File: config.mk
export PLATFORM = sky130hd
export DESIGN_NAME = fe_sync_mem
export DESIGN_NICKNAME = d
export VERILOG_FILES = /design/src/rtl/fe_pkg.sv /design/src/rtl/fe_presence.sv /design/src/rtl/fe_store.sv /design/src/rtl/fe_read_fsm.sv /design/src/rtl/fe_sync_mem.sv
export SDC_FILE = /design/constraint.sdc
export NUM_CORES = 1
export LEC_CHECK = 0
export BUFFER_PORTS_ARGS = -buffer_cell sky130_fd_sc_hd__buf_2
export CAP_MARGIN = 20
export CORE_MARGIN = 5
export CORE_UTILIZATION = 35
export DETAILED_ROUTE_END_ITERATION = 10
export GPL_ROUTABILITY_DRIVEN = 0
export GPL_TIMING_DRIVEN = 0
export SYNTH_ARGS = -nofsm -noshare
export SYNTH_HDL_FRONTEND = slang
export SYNTH_SLANG_ARGS = --single-unit
File: constraint.sdc
create_clock -name clk -period 8.38 [get_ports clk]
set_input_delay 0.838 -clock clk [delete_from_list [all_inputs] [get_ports clk]]
set_output_delay 0.838 -clock clk [all_outputs]
set_load 0.02 [all_outputs]
File: src/rtl/fe_pkg.sv
package fe_pkg;
    typedef enum logic {
        S_IDLE = 1'b0,
        S_WAIT = 1'b1
    } rd_state_e;
endpackage

File: src/rtl/fe_presence.sv
module fe_presence #(
    parameter int ADDR_W = 4,
    localparam int DEPTH = 1 << ADDR_W
) (
    input  logic              clk,
    input  logic              rst_n,
    input  logic              set_en,
    input  logic [ADDR_W-1:0] set_addr,
    input  logic              clr_en,
    input  logic [ADDR_W-1:0] clr_addr,
    input  logic [ADDR_W-1:0] look_addr,
    output logic              look_full,
    input  logic [ADDR_W-1:0] chk_addr,
    output logic              chk_full
);
    logic [DEPTH-1:0] full_q;
    logic             fresh_q;

    always_ff @(posedge clk) begin
        if (!rst_n) begin
            full_q  <= '0;
            fresh_q <= 1'b1;
        end else begin
            fresh_q <= 1'b0;
            if (set_en) full_q[set_addr] <= 1'b1;
            if (clr_en) full_q[clr_addr] <= 1'b0;
        end
    end

    assign look_full = full_q[look_addr];
    assign chk_full  = full_q[chk_addr];

    AST_RESET_EMPTY: assert property (@(posedge clk) disable iff (!rst_n)
        fresh_q |-> (full_q == '0));
    AST_SET_ONLY_EMPTY: assert property (@(posedge clk) disable iff (!rst_n)
        set_en |-> !full_q[set_addr]);
    AST_CLEAR_EMPTIES: assert property (@(posedge clk) disable iff (!rst_n)
        clr_en |=> !full_q[$past(clr_addr)]);
endmodule

File: src/rtl/fe_store.sv
module fe_store #(
    parameter int ADDR_W = 4,
    parameter int DATA_W = 16,
    localparam int DEPTH = 1 << ADDR_W
) (
    input  logic              clk,
    input  logic              we,
    input  logic [ADDR_W-1:0] waddr,
    input  logic [DATA_W-1:0] wdata,
    input  logic [ADDR_W-1:0] raddr,
    output logic [DATA_W-1:0] rdata
);
    logic [DATA_W-1:0] mem_q [DEPTH];

    always_ff @(posedge clk) begin
        if (we) mem_q[waddr] <= wdata;
    end

    assign rdata = mem_q[raddr];
endmodule

File: src/rtl/fe_read_fsm.sv
module fe_read_fsm
    import fe_pkg::*;
#(
    parameter int ADDR_W = 4,
    parameter int DATA_W = 16
) (
    input  logic              clk,
    input  logic              rst_n,
    input  logic              req_valid,
    input  logic [ADDR_W-1:0] req_addr,
    output logic              req_ready,
    output logic [ADDR_W-1:0] look_addr,
    input  logic              look_full,
    input  logic [DATA_W-1:0] look_data,
    input  logic              byp_en,
    input  logic [ADDR_W-1:0] byp_addr,
    input  logic [DATA_W-1:0] byp_data,
    output logic              rsp_valid,
    output logic [DATA_W-1:0] rsp_data
);
    rd_state_e         state_q, state_d;
    logic [ADDR_W-1:0] pend_q;
    logic              hit, fire;
    logic [DATA_W-1:0] hit_data;

    always_comb begin
        req_ready = (state_q == S_IDLE);
        look_addr = (state_q == S_IDLE) ? req_addr : pend_q;
        hit       = look_full || (byp_en && (byp_addr == look_addr));
        hit_data  = look_full ? look_data : byp_data;
        state_d   = state_q;
        fire      = 1'b0;
        unique case (state_q)
            S_IDLE: begin
                if (req_valid) begin
                    if (hit) fire = 1'b1;           // IDLE_HIT
                    else     state_d = S_WAIT;      // IDLE_MISS
                end
            end
            S_WAIT: begin
                if (hit) begin                      // WAIT_RELEASE
                    fire    = 1'b1;
                    state_d = S_IDLE;
                end                                 // else WAIT_HOLD
            end
        endcase
    end

    always_ff @(posedge clk) begin
        if (!rst_n) begin
            state_q <= S_IDLE;
            pend_q  <= '0;
        end else begin
            state_q <= state_d;
            if (state_q == S_IDLE && req_valid && !hit) pend_q <= req_addr;
        end
    end

    always_ff @(posedge clk) begin
        if (!rst_n) begin
            rsp_valid <= 1'b0;
            rsp_data  <= '0;
        end else begin
            rsp_valid <= fire;
            if (fire) rsp_data <= hit_data;
        end
    end

    AST_RSP_HAS_CAUSE: assert property (@(posedge clk) disable iff (!rst_n)
        rsp_valid |-> ($past(req_valid && req_ready) || $past(state_q == S_WAIT)));
    AST_WAIT_ADDR_HELD: assert property (@(posedge clk) disable iff (!rst_n)
        (state_q == S_WAIT) |=> (state_q == S_IDLE || $stable(pend_q)));
    AST_WAIT_CLOSED: assert property (@(posedge clk) disable iff (!rst_n)
        (state_q == S_WAIT && !hit) |=> (!req_ready && !rsp_valid));
    AST_FILL_RELEASES: assert property (@(posedge clk) disable iff (!rst_n)
        (state_q == S_WAIT && byp_en && byp_addr == pend_q) |=> (rsp_valid && req_ready));
endmodule

File: src/rtl/fe_sync_mem.sv
module fe_sync_mem #(
    parameter int ADDR_W = 4,
    parameter int DATA_W = 16
) (
    input  logic              clk,
    input  logic              rst_n,
    input  logic              take_valid,
    input  logic [ADDR_W-1:0] take_addr,
    output logic              take_ready,
    output logic              give_valid,
    output logic [DATA_W-1:0] give_data,
    input  logic              put_en,
    input  logic [ADDR_W-1:0] put_addr,
    input  logic [DATA_W-1:0] put_data,
    output logic              put_err,
    input  logic              wipe_en,
    input  logic [ADDR_W-1:0] wipe_addr
);
    logic              put_clash, put_live, put_full, put_store;
    logic [ADDR_W-1:0] look_addr;
    logic              look_full;
    logic [DATA_W-1:0] look_data;

    assign put_clash = wipe_en && (wipe_addr == put_addr);
    assign put_live  = put_en && !put_clash;
    assign put_store = put_live && !put_full;

    always_ff @(posedge clk) begin
        if (!rst_n) put_err <= 1'b0;
        else        put_err <= put_live && put_full;
    end

    fe_presence #(.ADDR_W(ADDR_W)) pres_i (
        .clk(clk), .rst_n(rst_n),
        .set_en(put_store), .set_addr(put_addr),
        .clr_en(wipe_en), .clr_addr(wipe_addr),
        .look_addr(look_addr), .look_full(look_full),
        .chk_addr(put_addr), .chk_full(put_full)
    );

    fe_store #(.ADDR_W(ADDR_W), .DATA_W(DATA_W)) store_i (
        .clk(clk), .we(put_store), .waddr(put_addr), .wdata(put_data),
        .raddr(look_addr), .rdata(look_data)
    );

    fe_read_fsm #(.ADDR_W(ADDR_W), .DATA_W(DATA_W)) rd_i (
        .clk(clk), .rst_n(rst_n),
        .req_valid(take_valid), .req_addr(take_addr), .req_ready(take_ready),
        .look_addr(look_addr), .look_full(look_full), .look_data(look_data),
        .byp_en(put_store), .byp_addr(put_addr), .byp_data(put_data),
        .rsp_valid(give_valid), .rsp_data(give_data)
    );

    AST_ERR_FROM_WRITE: assert property (@(posedge clk) disable iff (!rst_n)
        put_err |-> $past(put_en));
    AST_CLASH_NO_ERR: assert property (@(posedge clk) disable iff (!rst_n)
        (put_en && put_clash) |=> !put_err);
endmodule

* Word-level counts from Yosys, hierarchy flattened *
Memories as Yosys holds them, arrays and structs flattened. A register that Yosys moved wholly into a read port is not among the register bits.
Index checks and enable logic that the tools add are counted.

word-level totals
  register bits = 23
  bits in writable memories = 256
  input port bits = 33
  output and inout port bits = 19
  memories kept = 1

cells by class
  magnitude comparators = 5
  eq/ne operators = 2
  multiplexer cells = 20
  bitwise gates (word level) = 4
  reduce and logical (&&, ||, !) cells = 14

memory list
  name           depth  width  rd ports  clocked after Yosys merged registers in  wr ports  RTL line        RTL
  store_i.mem_q  16     16     1         1                                        1         fe_store.sv:13  logic [DATA_W-1:0] mem_q [DEPTH];

operator list
  cell                  count
  $mux W16              3
  $and A16 B16 Y16      1
  $not A16 Y16          1
  $or A16 B16 Y16       1
  $lt A4 B5 Y1 const B  3
  $mux W1               10
  $logic_and A1 B1 Y1   9
  $bmux W1 S4           2
  $demux W1 S4          2
  $eq A4 B4 Y1          2
  $ge A4 B1 Y1 const B  2
  $logic_not A1 Y1      4
  $mux W4               1
  $pmux W1 S2           2
  $logic_or A1 B1 Y1    1
  $not A1 Y1            1

* Depth between registers and ports, before layout *
Gate-level depths: netlist of run 1.

  word-level depth = 10
  depth in mapped cells = 9
  mapped depth without buffers = 6

* Cells and area by module *
A second synthesis of run 1 with hierarchy kept.

unflattened totals
  cells, all modules = 653
  area, all modules = 11935.2 sq um

by module, submodules not included
  module       instances  cells each  area an instance (sq um)  seq. area each (sq um)
  fe_store     1          416         9723.1                    7687.4
  fe_read_fsm  1          132         1198.6                    440.4
  fe_presence  1          94          918.4                     320.3
  fe_sync_mem  1          11          95.1                      20.0

* Least setup slack after synthesis of run 1 *
No wires, ideal clock.

  kind = in2reg
  start point = input port put_addr[1]
  end point = memory store_i.mem_q[0][0] (enable)
  library setup time = 0.412 ns
  arrival = 3.716 ns
  path slack = 4.253 ns
  stages on the path = 5
  cell sequence = clkbuf_1 mux4_2 mux4_2 or4_1 nor3_1

between the ends
  word-level cells in the longest chain between the ends = 7

ends and longest elaborated chain
  element                                                              RTL line           RTL
  from (decl)                                                          fe_sync_mem.sv:13  input logic [ADDR_W-1:0] put_addr,
  parallel branches: the longest is 7 deep, another holds $bmux W1 S4  -
  to (decl)                                                            fe_store.sv:13

Parallel ways; which one is timed is not known. The select of a mux whose other input is x is not followed.

* Worst setup path in the final report of run 1 *
  start point = input port put_addr[1]
  end point = memory store_i.mem_q[3][8] (enable)

Same word-level chain as after synthesis.

==> impl_metrics.ini, run 1 <==
[status]
status = finished, final reports clean

[synth]
synth_top_area_cell = edfxtp_1
avgSynthCellArea_um2 = 17.6
ys_seq_area_share_pct = 70.4
syn_area_um2 = 12000
yosysWarningCount = 0
synthArstFlopShare_pct = 0
postSynthCellCount = 683
yosys.cell_count.top_type = edfxtp_1
synth_edf_count = 256
syn_nets = 716
ys_top_cells_by_area = edfxtp_1, mux4_2, dfxtp_1
synth-main-ff-cell = edfxtp_1
ys_seq_elements = 295
synth_common_cells = edfxtp_1, mux4_2, dfxtp_1
synth_top_area_share_pct = 63.9
synth.distinct_cells = 40

[finish]
num_antenna_cells = 0
final_net_count = 810
area_delta_synth_final_pct = 17.6
drive_gt1_share_pct = 26.0
final_util_pct = 42.0

[detailed_routing]
wirelength_um = 27800
routed_via_density = 5.26
vias = 6569
drtPass1Iterations = 5
drc = 0
final_antenna_net_count = 0
first_iter_violations = 524
wire_per_inst_um = 22.3

[clocking]
root_buffer = clkbuf_16
cts.repair.resized = 0
cts_setup_buffers = 0
insertion_delay_ns = 0.56
cts_tree = yes
clk_pin_slew_ns = 0.06
cts_buffer_depth = 3
cts_buffers = 30
cts.sinks = 295
htreeDepth = 1
holdBufCountCts = 0

[sta]
finClkSkew_ns = 0.0272
fin_setup_tns_ns = 0
finalCritPeriodShare_pct = 45.6
finalMaxSlewViolations = 0
holdWs_ns = 0.463
slew_headroom_pct = 32.4
fmaxAchievable_ghz = 0.262
setup_viol = 0
min_period_ns = 3.82
grt_setup_unrepaired = no
tightestPinTransition_ns = 1.01
hold_viol_final = 0

[power_and_ir_drop]
combPwrFrac_pct = 9.4
total_power_mw = 3.28
p_clk_share_pct = 41.1
p_sw_mw = 0.730
internal-power_mw = 2.55
ir_worst_vdd_mv = 0.121
p_per_area_nw_per_um2 = 232
p_seq_share_pct = 49.6
switching_share_pct = 22.3
p_leak_nw = 4.72

[worst_setup_path]
critical_path.slowest_cell = nor3_2
cp-start-kind = primary input
required_ns = 8.63
cp_cell_sequence = clkbuf_1 -> mux4_2 -> mux4_2 -> nor2_1 -> nand3_1 -> nor3_2 -> buf_6
critPathMaxStageDelay_ns = 0.91
r2r_setup_slack_ns = 4.70
setup.worst_path.end_class = flop
crit_type = primary input to flop
cp_max_fo = 10
timing.rr.end = rd_i.rsp_data[10]
r2r-start = rd_i.state_q
cp.arrival_ns = 4.07
reg2regPathDepth = 9
crit_top_cell = mux4_2

[floorplan]
die_x_um = 195
die_area_um2 = 38200
start_util_pct = 35.7
rows = 67
fp.dieH_um = 195
ios = 52
coreArea_um2 = 33700

[min_path]
min_path_type = flop to flop
min-delay-start = rd_i.pend_q[1]
whs_path_depth = 2
hold-path-endpoint = rd_i.pend_q[1]

[grt]
overflow = 0
grt_start_max_net_pins = 18
grt_pass1_wl_um = 42500
grt_use_total_pct = 14.4
antenna_found_initial = 0
first_global_vias = 6775

[placement]
dpl.hpwl_um = 19100
port_buffers = 44

[flow_run]
maxCapViolCount = 0
==> state kept, by name, summed over array words and instances, names as in the netlist <==
register	flops
rd_i.state_q	1
rd_i.pend_q	4
put_err	1
pres_i.full_q	16
rd_i.rsp_data	16
store_i.mem_q	256
rd_i.rsp_valid	1
==> worst max path at each step <==
| stage | startpoint | end | slack (ns) | depth (start not counted) |
|---|---|---|---|---|
| after global routing | rd_i.state_q | rd_i.rsp_data[9] | 4.45 | 9 |
| after global placement | put_addr[1] | store_i.mem_q[0][7] | 2.32 | 5 |
| after detailed placement | put_addr[1] | store_i.mem_q[3][0] | 4.07 | 7 |
| after CTS | put_addr[1] | store_i.mem_q[3][6] | 4.66 | 7 |
| final | put_addr[1] | store_i.mem_q[3][8] | 4.56 | 7 |
| after floorplan | put_addr[1] | store_i.mem_q[0][0] | 4.25 | 5 |
==> power by group through the flow <==
stage / sequential, mW / combinational, mW / clock, mW
floorplan: 1.66 / 0.189 / 0
global placement: 1.66 / 0.299 / 0
detailed placement: 1.66 / 0.308 / 0
CTS: 1.63 / 0.308 / 1.38
global route: 1.63 / 0.331 / 1.43
finish: 1.63 / 0.307 / 1.35
==> logic make-up after synthesis <==
group	share of synthesized area (%)
AND/OR/NAND/NOR	4.86
buffers and inverters	2.11
XOR/XNOR	0.583
flip-flops	70.4
multiplexers	16.1
AO/OA/AOI/OAI	5.89
==> area by class of cell <==
type,count,area (µm²)
fill,2968,19600
sequential,295,8470
multi-input combinational,328,3350
clock buffer,38,781
tap,448,561
timing repair buffer,62,509
clock inverter,17,215
buffer,44,194
inverter,16,60.1
==> routing by layer <==
metal	vias to the layer above	GRT usage, %	routed length (µm)
li1	2946	-	-
met1	3390	19.7	12100
met2	199	23.8	13500
met3	34	3.00	1730
met4	0	3.57	507
met5	-	0	0
==> worst max-delay path, delay by kind of cell <==
| kind | cells | cell delay, ns |
|---|---|---|
| and+or+nand+nor | 3 | 1.52 |
| muxes | 2 | 0.95 |
| buffers and inverters | 2 | 0.75 |
==> cell usage in the layout, fill, tap and decap left out, drive strengths merged, types with 3 or more instances in the layout <==
master / count
edfxtp: 256
buf: 81
mux4: 69
clkbuf: 63
dfxtp: 39
mux2i: 36
a22oi: 34
nand2: 28
nor2: 22
and2: 19
nor2b: 19
o21ai: 19
a41oi: 16
inv: 16
clkinv: 12
a21oi: 9
o221ai: 8
nor3: 7
xor2: 5
nand3: 5
bufinv: 5
nand2b: 4
xnor2: 3
nand3b: 3
nand4: 3
a211oi: 3
==> per-stage QoR <==
| step | cells | worst slack [ns] | area, µm² |
|---|---|---|---|
| finish | 1248 | 4.56 | 14100 |
| global route | 1248 | 4.45 | 14100 |
| CTS | 1248 | 4.66 | 14100 |
| detailed placement | 1193 | 4.07 | 13100 |
| global placement | 1175 | 2.32 | 12800 |
| floorplan | 683 | 4.25 | 12000 |
Note: power is estimated with default switching activity, not from simulation.
==> inputs of run 2 (changes only) <==
--- a/config.mk
+++ b/config.mk
@@ -5,6 +5,7 @@
 export SDC_FILE = /design/constraint.sdc
 export NUM_CORES = 1
 export LEC_CHECK = 0
+export ABC_AREA = 1
 export BUFFER_PORTS_ARGS = -buffer_cell sky130_fd_sc_hd__buf_2
 export CAP_MARGIN = 20
 export CORE_MARGIN = 5
==> constraint.sdc (replaced) <==
create_clock -name clk -period 3.6 [get_ports clk]
set_input_delay 0.36 -clock clk [delete_from_list [all_inputs] [get_ports clk]]
set_output_delay 0.36 -clock clk [all_outputs]
set_load 0.02 [all_outputs]
==> run 2 against run 1 <==
Net effect:
- utilization down 0.72 points
- highest routed layer unchanged
- clock power up 130%
- register-to-register slack worse by 3.8 ns
- synthesized area up 8.2%
- clock-buffer cell count up 4
- cell count up 51%
- first-iteration DRC count up 82%
- sequential power up 140%
- global-route usage up 3.7 points
==> impl_metrics.ini, run 2 <==
[finish]
n_fill_cell = 3528
area_delta_synth_final_pct = 16.1
regMostFlops = store_i.mem_q
drive_gt1_share_pct = 13.3
regArea_um2 = 8470
instances_no_fill = 1890
final_net_count = 1431
num_antenna_cells = 0
largestRegisters = store_i.mem_q (256), pres_i.full_q (16), rd_i.rsp_data (16)
largest_register_ffs = 256
multi_input_area_um2 = 3680
final_common_cell = nand2_1
layout_common_cells = nand2_1, edfxtp_1, inv_1
fin_area_um2 = 15100

[floorplan]
fp.dieH_um = 203
die_area_um2 = 41100
start_util_pct = 35.5
coreArea_um2 = 36600
ios = 52
die_x_um = 203
rows = 70

[synth]
synth-main-ff-cell = edfxtp_1
synthArstFlopShare_pct = 0
synth_xor_area_share_pct = 0.135
synth.distinct_cells = 33
syn_area_um2 = 13000
yosys.cell_count.top_type = nand2_1
avgSynthCellArea_um2 = 10.0
ys_seq_area_share_pct = 65.1
ys_top_cells_by_area = edfxtp_1, nand2_1, dfxtp_1
synthAdderAreaFrac_pct = 0
syn_nets = 1334
yosysWarningCount = 0
synth_edf_count = 256
synth_top_family_by_area = simple AND/OR/NAND/NOR gates
synth_mux_area_share_pct = 0
synth_common_cells = nand2_1, edfxtp_1, inv_1
synth_top_area_share_pct = 59.1
synthSimpleGateAreaFrac_pct = 21.6
synth_top_area_cell = edfxtp_1
synth-compound-area-share_pct = 6.21
ys_seq_elements = 295
postSynthCellCount = 1301

[sta]
tightestPinTransition_ns = 0.782
hold_viol_final = 0
grt_setup_unrepaired = no
finalMaxSlewViolations = 0
fin_setup_tns_ns = 0
min_period_ns = 2.74
slew_headroom_pct = 47.8
finalCritPeriodShare_pct = 76.2
finClkSkew_ns = 0.0151
worst_slack_ns = 0.856
fmaxAchievable_ghz = 0.364
setup_viol = 0

[clocking]
insertion_delay_ns = 0.57
holdBufCountCts = 0
cts.sinks = 295
cts_buffer_depth = 3
cts.repair.resized = 0
cts_tree = yes
root_buffer = clkbuf_16
clk_pin_slew_ns = 0.06
cts_buffers = 30
cts_setup_buffers = 0
htreeDepth = 1

[grt]
first_global_vias = 9531
overflow = 0
grt_use_total_pct = 18.2
grt_start_max_net_pins = 18
antenna_found_initial = 0
grt_pass1_wl_um = 57400

[detailed_routing]
vias = 9619
first_iter_violations = 956
dr_wl_met2_um = 18500
final_antenna_net_count = 0
drtPass1Iterations = 5
dr.max_layer_used = met4
wire_per_inst_um = 19.9
wl_met3_um = 2370
met1Wirelength_um = 15300
wirelength_um = 37500
routed_via_density = 5.09
drc = 0

[min_path]
min-delay-start = rst_n
whs_path_depth = 3
hold-path-endpoint = pres_i.full_q[0]
min_path_type = primary input to flop

[power_and_ir_drop]
p_per_area_nw_per_um2 = 566
ir_worst_vdd_mv = 0.290
p_leak_nw = 6.11

[worst_setup_path]
cp_max_fo = 10
cp-start-kind = flop
timing.rr.end = rd_i.rsp_data[7]
critical_path.slowest_cell = o21ai_2
reg2regPathDepth = 12
required_ns = 4.06
crit_top_cell = nand2_1
r2r_setup_slack_ns = 0.86
critPathMaxStageDelay_ns = 0.44
cp_cell_sequence = o21ai_2 -> inv_1 -> buf_2 -> clkbuf_1 -> nand2_1 -> nand3_1 -> nand3_1 -> nand2_1 -> nand2_1 -> nand2_1 -> nor2_1 -> nor2_1
r2r-start = rd_i.state_q
crit_type = flop to flop
cp.arrival_ns = 3.20
setup.worst_path.end_class = flop

[placement]
dpl_cell_area_um2 = 14100
dp.cells = 1834
dpl.hpwl_um = 26100
dpl_worst_slack_ns = 0.734
port_buffers = 49

[status]
status = finished, final reports clean

[flow_run]
maxCapViolCount = 0
## run 2: cell types whose count changed in the layout (fill, tap and decap cells not counted), moves of 19 or more
cell / change
a22oi_1: -34
buf_2: +28
inv_1: +126
mux2i_1: -35
mux4_2: -69
nand2_1: +423
nand3_1: +125
nor2_1: +40
nor2b_1: -19
o211ai_1: +64
## run 2: logic make-up after synthesis
logic type,count (synthesis)
xor gates and xnor gates,2
and+or+nand+nor,675
DFF,295
buffers and inverters,212
AOI/OAI and AO/OA,117
## run 2: worst max-delay path by stage
| stage | startpoint | to | slack, ns | cells after the start |
|---|---|---|---|---|
| 2_1_floorplan | put_addr[1] | store_i.mem_q[10][0] | 1.17 | 8 |
| 3_3_place_gp | put_addr[1] | store_i.mem_q[3][9] | 0.02 | 8 |
| 3_5_place_dp | put_addr[1] | store_i.mem_q[6][3] | 0.73 | 9 |
| 4_1_cts | rd_i.state_q | rd_i.rsp_data[7] | 0.93 | 12 |
| 5_1_grt | rd_i.state_q | rd_i.rsp_data[12] | 0.74 | 13 |
| 6_report | rd_i.state_q | rd_i.rsp_data[7] | 0.86 | 12 |
## run 2: stage by stage
stage	utilization, %	power (mW)	hold WS, ns
after floorplan	-	4.93	0.441
after global placement	37.8	5.51	0.448
after detailed placement	38.6	5.55	0.459
after CTS	41.2	8.57	0.0711
after global routing	41.2	8.90	0.0905
final	41.2	8.54	0.0803
## run 2: cell type report
class	instances	area share, %
inverter	146	3.63
clock buffer	42	5.54
multi-input combinational	794	24.3
clock inverter	14	0.795
tap	468	3.88
timing repair buffer	65	3.38
buffer	66	2.35
sequential	295	56.1
## run 2: layer usage
metal | GRT usage (%) | vias up
li1 | - | 4540
met1 | 23.5 | 4623
met2 | 31.7 | 371
met3 | 1.88 | 85
met4 | 6.72 | 0
met5 | 0 | -
## run 2: power breakdown
group / internal [mW] / switching [mW] / total, mW
clock network: 1.76 / 1.31 / 3.06
registers: 3.81 / 0.0375 / 3.85
logic: 0.462 / 1.16 / 1.63
## run 2: worst max-delay path: cells and delay by family, from the launching register on
family          cells  cell delay, ns
compound gates      1            0.44
buf+inv             3            0.88
flops               1            0.34
simple gates        8            0.96
==> inputs of run 3 (changes only) <==
--- a/config.mk
+++ b/config.mk
@@ -5,7 +5,7 @@
 export SDC_FILE = /design/constraint.sdc
 export NUM_CORES = 1
 export LEC_CHECK = 0
-export ABC_AREA = 1
+export ABC_AREA = 0
 export BUFFER_PORTS_ARGS = -buffer_cell sky130_fd_sc_hd__buf_2
 export CAP_MARGIN = 20
 export CORE_MARGIN = 5
==> constraint.sdc (replaced) <==
create_clock -name clk -period 2.3 [get_ports clk]
set_input_delay 0.23 -clock clk [delete_from_list [all_inputs] [get_ports clk]]
set_output_delay 0.23 -clock clk [all_outputs]
set_load 0.02 [all_outputs]
==> run 3 against run 2 <==
Net effect:
- the flow now finishes with violations (setup timing)
- cell count is 31% lower
- global-route usage is 2.4 points lower
- clock-buffer cell count is 8 lower
- sequential power is 54% higher
- combinational power is 8% lower
- worst hold slack worse by 0.0044 ns
- via count is 27% lower
- register-to-register slack worse by 1.3 ns
- routed wire length is 18% lower
- first-iteration DRC count is 32% lower
- critical endpoint is now store_i.mem_q[4][0]
==> impl_metrics.ini, run 3 (synthesis gave the netlist of run 1 again) <==
[detailed_routing]
final_antenna_net_count = 0
vias = 7027
drtPass1Iterations = 5
first_iter_violations = 653
routed_via_density = 5.36
drc = 0
wirelength_um = 31000
wire_per_inst_um = 23.6

[floorplan]
die_area_um2 = 38200
die_x_um = 195
fp.dieH_um = 195
coreArea_um2 = 33700
ios = 52
rows = 67
start_util_pct = 35.7

[worst_setup_path]
crit_type = flop to flop
timing.rr.end = store_i.mem_q[4][0]
r2r-start = pres_i.full_q[9]
cp-start-kind = flop
setup.worst_path.end_class = flop
r2r_setup_slack_ns = -0.42
cp.arrival_ns = 2.99
required_ns = 2.57
reg2regPathDepth = 5
cp_max_fo = 5

[finish]
final_net_count = 871
final_common_cell = edfxtp_1
n_fill_cell = 2847
regMostFlops = store_i.mem_q
drive_gt1_share_pct = 39.8
layout_common_cells = edfxtp_1, mux4_2, buf_2
largest_register_ffs = 256
num_antenna_cells = 0
area_delta_synth_final_pct = 29.9
largestRegisters = store_i.mem_q (256), pres_i.full_q (16), rd_i.rsp_data (16)

[grt]
grtUsageMet2_pct = 25.6
busiest_layer = met2
overflow = 0
first_global_vias = 7088
grt_start_max_net_pins = 18
use_met3_pct = 3.00
antenna_found_initial = 0
grt_pass1_wl_um = 45700
grt_use_total_pct = 15.7
grtUsageMet1_pct = 22.2

[sta]
setup_viol = 285
tightestPinTransition_ns = 0.804
hold_viol_final = 0
worst_slack_ns = -0.421
finClkSkew_ns = 0.00819
finalCritPeriodShare_pct = 118
grt_setup_unrepaired = yes
holdWs_ns = 0.0759
fmaxAchievable_ghz = 0.368
min_period_ns = 2.72
slew_headroom_pct = 46.4
finalMaxSlewViolations = 0

[clocking]
cts_buffer_depth = 3
root_buffer = clkbuf_16
insertion_delay_ns = 0.56
cts_tree = yes
cts_buffers = 31
clk_pin_slew_ns = 0.06
cts.sinks = 295
htreeDepth = 1

[power_and_ir_drop]
p_leak_nw = 5.23
p_per_area_nw_per_um2 = 797
ir_worst_vdd_mv = 0.540

[min_path]
min_path_type = primary input to flop
whs_path_depth = 1
hold-path-endpoint = store_i.mem_q[1][3]
min-delay-start = put_data[3]

[flow_run]
maxCapViolCount = 0

[placement]
port_buffers = 44
dpl.hpwl_um = 18000
dpl_worst_slack_ns = -1.15

[status]
status = finished, violations left
violations = setup timing
==> run 3: cell types whose count changed in the layout (fill, tap and decap cells not counted), moves of 23 or more <==
cell	change
nand2_1	-424
inv_1	-126
nand3_1	-126
mux4_2	+69
o211ai_1	-64
nor2_1	-43
buf_2	-36
buf_12	+24
buf_4	+23
buf_6	+23
==> run 3: worst max path at each step <==
stage | start | endpoint | slack, ns | cells past startpoint
after floorplan | put_addr[0] | store_i.mem_q[0][0] | -0.48 | 5
after CTS | pres_i.full_q[3] | store_i.mem_q[0][3] | -0.30 | 5
after global routing | pres_i.full_q[9] | store_i.mem_q[4][0] | -0.43 | 5
after detailed placement | put_addr[0] | store_i.mem_q[1][1] | -1.15 | 6
final | pres_i.full_q[9] | store_i.mem_q[4][0] | -0.42 | 5
after global placement | put_addr[0] | store_i.mem_q[3][1] | -1.37 | 6
==> run 3: critical path: stages (launching register included) <==
cell and delay (ns):
dfxtp_4 0.35, mux4_2 0.46, mux4_2 0.53, or4_4 0.59, nor2_4 0.29, clkbuf_16 0.21
==> run 3: per-layer routing <==
layer | vias up | wire [µm] | share of wire [%]
met3 | 51 | 1860 | 6.0
met2 | 238 | 15000 | 48
met5 | - | 0 | 0
li1 | 3082 | - | -
met1 | 3656 | 13500 | 44
met4 | 0 | 580 | 1.9
==> run 3: layout make-up <==
class	instances	area [µm²]	area share (%)
tap	448	561	3.59
timing repair buffer	123	1240	7.96
inverter	16	60.1	0.384
buffer	43	417	2.67
multi-input combinational	328	3830	24.5
clock inverter	23	238	1.52
clock buffer	34	787	5.04
sequential	295	8490	54.3
==> run 3: report_power, final <==
part | switching, mW | internal, mW
logic | 0.824 | 0.673
registers | 0.0265 | 5.90
clock network | 2.02 | 3.01
==> run 3: per-stage QoR <==
step | utilization (%) | power (mW) | cells | area (µm²) | TNS (ns)
2_1_floorplan | - | 6.77 | 683 | 12200 | -91.59
3_3_place_gp | 38.6 | 7.16 | 1175 | 13000 | -281.28
3_5_place_dp | 38.7 | 7.18 | 1179 | 13100 | -260.27
4_1_cts | 45.8 | 12.5 | 1301 | 15400 | -60.75
5_1_grt | 46.4 | 12.9 | 1310 | 15600 | -97.64
6_report | 46.4 | 12.4 | 1310 | 15600 | -88.79
==> run 3: repair_timing <==
item                                    in CTS  in global routing
hold endpoints to repair                     5                  0
endpoints found under the setup margin     294                287
buffers inserted                            55                  9
hold buffers                                 5                  0
pin swaps                                   33                 14
gates cloned                                 5                  3
gates resized for setup                    135                 36
